File: src/rtl/pll_ctl.sv
module pll_ctl #(
  parameter int LOCK_CYCLES = 16,
  parameter int ADDR_W      = 3
) (
  input  logic              clk,
  input  logic              rst_n,
  input  logic              bus_wr,
  input  logic              bus_rd,
  input  logic [ADDR_W-1:0] bus_addr,
  input  logic [31:0]       bus_wdata,
  output logic [31:0]       bus_rdata,
  output logic [14:0]       mult_o,
  output logic [7:0]        div_o,
  output logic              enable_o,
  output logic              connect_o,
  output logic              locked_o,
  output logic [1:0]        src_sel_o
);
  localparam int CNT_W = $clog2(LOCK_CYCLES + 1);
  localparam logic [CNT_W-1:0] CNT_LAST = CNT_W'(LOCK_CYCLES - 1);
  localparam logic [ADDR_W-1:0] A_SRC = 0, A_CFG = 1, A_CTL = 2, A_FEED = 3, A_STAT = 4;

  logic [1:0]       src_q;
  logic [14:0]      mult_stg, mult_q;
  logic [7:0]       div_stg, div_q;
  logic [1:0]       ctl_stg;
  logic             en_q, conn_q, lock_q, armed_q;
  logic [CNT_W-1:0] cnt_q;

  wire feed_wr = bus_wr && bus_addr == A_FEED;
  wire commit  = armed_q && feed_wr && bus_wdata[7:0] == 8'h55;
  wire changed = {div_stg, mult_stg} != {div_q, mult_q};
  wire restart = commit && (!ctl_stg[0] || !en_q || changed);

  always_ff @(posedge clk or negedge rst_n) begin
    if (!rst_n) begin
      src_q    <= '0;
      mult_stg <= '0;
      div_stg  <= '0;
      ctl_stg  <= '0;
      armed_q  <= 1'b0;
    end else begin
      if (bus_wr && bus_addr == A_SRC) src_q <= bus_wdata[1:0];
      if (bus_wr && bus_addr == A_CFG) begin
        mult_stg <= bus_wdata[14:0];
        div_stg  <= bus_wdata[23:16];
      end
      if (bus_wr && bus_addr == A_CTL) ctl_stg <= bus_wdata[1:0];
      if (feed_wr && bus_wdata[7:0] == 8'hAA) armed_q <= 1'b1;
      else if (bus_wr || bus_rd)              armed_q <= 1'b0;
    end
  end

  always_ff @(posedge clk or negedge rst_n) begin
    if (!rst_n) begin
      mult_q <= '0;
      div_q  <= '0;
      en_q   <= 1'b0;
      conn_q <= 1'b0;
    end else if (commit) begin
      mult_q <= mult_stg;
      div_q  <= div_stg;
      en_q   <= ctl_stg[0];
      conn_q <= ctl_stg[0] & ctl_stg[1];
    end
  end

  always_ff @(posedge clk or negedge rst_n) begin
    if (!rst_n) begin
      cnt_q  <= '0;
      lock_q <= 1'b0;
    end else if (restart) begin
      cnt_q  <= '0;
      lock_q <= 1'b0;
    end else if (en_q && !lock_q) begin
      if (cnt_q == CNT_LAST) lock_q <= 1'b1;
      else                   cnt_q  <= cnt_q + 1'b1;
    end
  end

  always_comb begin
    bus_rdata = '0;
    if (bus_rd) begin
      case (bus_addr)
        A_SRC:  bus_rdata = {30'd0, src_q};
        A_CFG:  bus_rdata = {8'd0, div_stg, 1'b0, mult_stg};
        A_CTL:  bus_rdata = {30'd0, ctl_stg};
        A_STAT: bus_rdata = {5'd0, lock_q, connect_o, en_q, div_q, 1'b0, mult_q};
        default: bus_rdata = '0;
      endcase
    end
  end

  assign mult_o    = mult_q;
  assign div_o     = div_q;
  assign enable_o  = en_q;
  assign locked_o  = lock_q;
  assign connect_o = conn_q & en_q & lock_q;
  assign src_sel_o = (src_q == 2'd3) ? 2'd0 : src_q;
endmodule

File: config.mk
export PLATFORM = sky130hd
export DESIGN_NAME = pll_ctl
export DESIGN_NICKNAME = d
export VERILOG_FILES = /design/src/rtl/pll_ctl.sv
export SDC_FILE = /design/constraint.sdc
export NUM_CORES = 1
export LEC_CHECK = 0
export ABC_AREA = 1
export BUFFER_PORTS_ARGS = -buffer_cell sky130_fd_sc_hd__buf_2
export CAP_MARGIN = 10
export CORE_AREA = 4 4 97 99
export DETAILED_ROUTE_END_ITERATION = 10
export DIE_AREA = 0 0 101 103
export PLACE_DENSITY_LB_ADDON = 0.2
export SETUP_SLACK_MARGIN = 0.3
export SLEW_MARGIN = 20
export SYNTH_ARGS = -nofsm -noshare
export SYNTH_HDL_FRONTEND = slang
export SYNTH_SLANG_ARGS = --single-unit
File: constraint.sdc
create_clock -name clk -period 3.56 [get_ports clk]
set_input_delay 0.534 -clock clk [delete_from_list [all_inputs] [get_ports clk]]
set_output_delay 0.534 -clock clk [all_outputs]
set_load 0.03 [all_outputs]
==> metrics.md <==
| Metric | Value |
|---|---|
| Die ar. | `10,400 sq um` |
| RR Startpoint | `cnt_q[0]` |
| Via-to-Cell Ratio | `4.753` |
| Postcts setup bufs | `0` |
| Final hold violation count | `0` |
| Initial antenna violation count | `0` |
| Placed Instances | `645` |
| Count of final setup violators | `0` |
| I/O Pins | `99` |
| Setup CP Type | `input pin to output pin` |
| Clock Latency Late Sink | `0.34 ns` |
| Pin count of the biggest net entering global routing | `51` |
| Critical path required time | `3.03 ns` |
| CTS max path bufs | `2` |
| Synth area leader | `dfrtp_1` |
| RSZ-0062 raised after global routing | `false` |
| Final ANT Viol Nets | `0` |
| Slew margin rel. | `0.5713` |
| Critical Path AT | `2.04 ns` |
| Crit share post-route | `0.7224` |
| Root Buffer Master | `clkbuf_8` |
| Gp weighted congestion | `0.8107` |
| DR vias | `3,142` |
| # fillers | `876` |
| Row Count | `34` |
| Post-place setup slack | `0.9466 ns` |
| DRT Wirelength | `8510 um` |
| DR WL/cell | `12.87 um` |
| CTS resizes | `0` |
| Design Power | `1650 uW` |
| Hold Path Class | `input pin to async pin` |
| Max Cap Viol | `0` |
| Setup TNS | `0 ns` |
| CP max FO | `25` |
| Initial Util | `0.3948` |
| Worst-Margin Slew | `0.6430 ns` |
| First-pass GRT wire length | `13,850 um` |
| Synth top area share | `0.4374` |
| Core outline area | `8551 sq um` |
| Final worst slack | `0.9884 ns` |
| # clock sinks | `59` |
| Fraction of layout cells with a size suffix above 1 | `0.2025` |
| Hold_buf cts | `0` |
| Worst Setup SP | `bus_addr[2]` |
| Register Area | `1476 sq um` |
| Post-Synthesis Cells | `469` |
| Worst-path clk slew | `0.07 ns` |
| Final-stage net count | `589` |
| Max Fclk | `388.9 MHz` |
| Netlist Area Pre-Place | `3376 sq um` |
| Worst setup EP type | `output pin` |
| Startpoint types | `input pin` |
| DRT Pass-1 Iters | `5` |
| Area delta synth->final | `18.79%` |
| Number of global-route vias before repair | `2,933` |
| Setup Skew | `0.008134 ns` |
| Largest cells by area after synthesis | `dfrtp_1, nand2_1, inv_1, a21oi_1, nor2_1` |
| Crit path time final | `2.572 ns` |
| Sequential share of the synthesized area | `0.4374` |
| Synth Register Bits | `59` |
| Detailed router's first-iteration violation count | `90` |
| H-tree depth | `3` |
| # diodes | `0` |
| CTS tree | `done` |
| Yosys warning count | `0` |
| Syn_area_per_cell | `7.198 sq um` |
| DR DRC count | `0` |
| LEAKAGE | `0.002157 uW` |
| Synth cell types | `32` |
| Tot GR Track Use | `0.1687` |
| Status | `completed` |
| Footprint of the multi-input gates | `1505 sq um` |
| Cell Pwr Density | `411.4 nW/um^2` |
| Number of port buffers | `83` |
| Slew Limit Fails | `0` |
| GR Overflow Total | `0` |
| Placed wire-length estimate | `6001 um` |
| VDD IR-drop max | `244.8 uV` |
| Die width | `101 um` |
| Die Y | `103 um` |
| Fin cells | `661` |
| Number of buffers created by CTS | `9` |
## layout by cell type (no fill, tap or decap), types with 3 or more instances in the layout
master / count
xor2_1: 3
o21ai_1: 33
nand3_1: 27
dfrtp_1: 59
a21oi_1: 43
nor2_1: 43
conb_1: 6
nand2_1: 138
buf_4: 4
clkinv_2: 3
buf_2: 83
o21ai_0: 7
inv_1: 66
nand4_1: 5
clkbuf_8: 9
## cells in the mapped netlist
| cell type | instances |
|---|---|
| nand3b_4 | 1 |
| inv_2 | 1 |
| buf_4 | 8 |
| xor2_1 | 3 |
| nor4_4 | 1 |
| nand2_1 | 138 |
| buf_6 | 4 |
| a211oi_1 | 1 |
| nand3_4 | 1 |
| nand3b_1 | 1 |
| buf_2 | 8 |
| xnor2_1 | 1 |
| nand3_1 | 27 |
| clkinv_1 | 1 |
| nor3_1 | 1 |
| inv_1 | 66 |
| o21ai_0 | 7 |
| conb_1 | 1 |
| dfrtp_1 | 59 |
| o21ai_1 | 33 |
| nor4_1 | 1 |
| nor2_1 | 44 |
| ha_1 | 2 |
| nor2_8 | 1 |
| o22ai_1 | 2 |
| nand4_1 | 5 |
| mux2_2 | 1 |
| a21oi_1 | 43 |
| nand2_4 | 1 |
| nand2_2 | 1 |
| clkbuf_1 | 4 |
| o32ai_1 | 1 |
## through the flow
| stage | utilization | area [sq um] | hold slack [ns] |
|---|---|---|---|
| finish | 0.4690 | 4010 | 0.1856 |
| global route | 0.4690 | 4010 | 0.2361 |
| CTS | 0.4690 | 4010 | 0.2026 |
| detailed placement | 0.4464 | 3817 | 0.4787 |
| global placement | 0.4464 | 3817 | 0.4740 |
| floorplan | - | 3395 | 0.2384 |
## routing by layer
metal  vias up  track usage  wire length, um  share of wire
met5         -            0                0              0
met4         0      0.05624              123          0.014
met3        10      0.03315              507          0.060
met2        85       0.2765             4033           0.47
met1      1429       0.2250             3846           0.45
li1       1618            -                -              -
## logic make-up after synthesis
group	synth area share
flip-flops	0.4374
buffers and inverters	0.1231
multiplexers	0.003336
AND/OR/NAND/NOR	0.2858
AO/OA/AOI/OAI	0.1316
adder cells (fa/ha/maj)	0.007412
other	0.001111
XOR/XNOR	0.01038
## critical path, stage by stage
cell,delay [ns]
buf_2,0.31
nor2_8,0.21
nand2_2,0.08
inv_2,0.36
nand2_1,0.10
a21oi_1,0.18
buf_2,0.24
## area by class of cell
type | instances | area share
sequential | 59 | 0.3682
inverter | 68 | 0.06365
clock inverter | 7 | 0.01716
multi-input combinational | 323 | 0.3753
clock buffer | 9 | 0.03089
timing repair buffer | 87 | 0.1111
tap | 108 | 0.03370
## path summary, 6_finish.rpt
check / to / slack, ns / depth (start not counted)
max reg2reg: cnt_q[1] / 1.82 / 8
min in group clk: div_stg[4] / 0.44 / 3
min: src_q[0] / 0.19 / 1
max in group asynchronous: cnt_q[2] / 2.65 / 2
min reg2reg: mult_stg[0] / 0.50 / 2
max: bus_rdata[21] / 0.99 / 7
## registers in the layout (all words and copies together), names as in the netlist
signal / cells
conn_q: 1
div_o: 8
src_q: 2
mult_o: 15
armed_q: 1
div_stg: 8
ctl_stg: 2
enable_o: 1
cnt_q: 5
mult_stg: 15
locked_o: 1
## where the power goes
group | switching, uW | total [uW] | internal, uW | leakage [uW]
clock network | 278 | 598 | 320 | 0.0000950
logic | 186 | 275 | 88.8 | 0.00134
registers | 48.5 | 776 | 728 | 0.000727
total | 513 | 1650 | 1140 | 0.00216
Note: power is estimated with default switching activity, not from simulation.
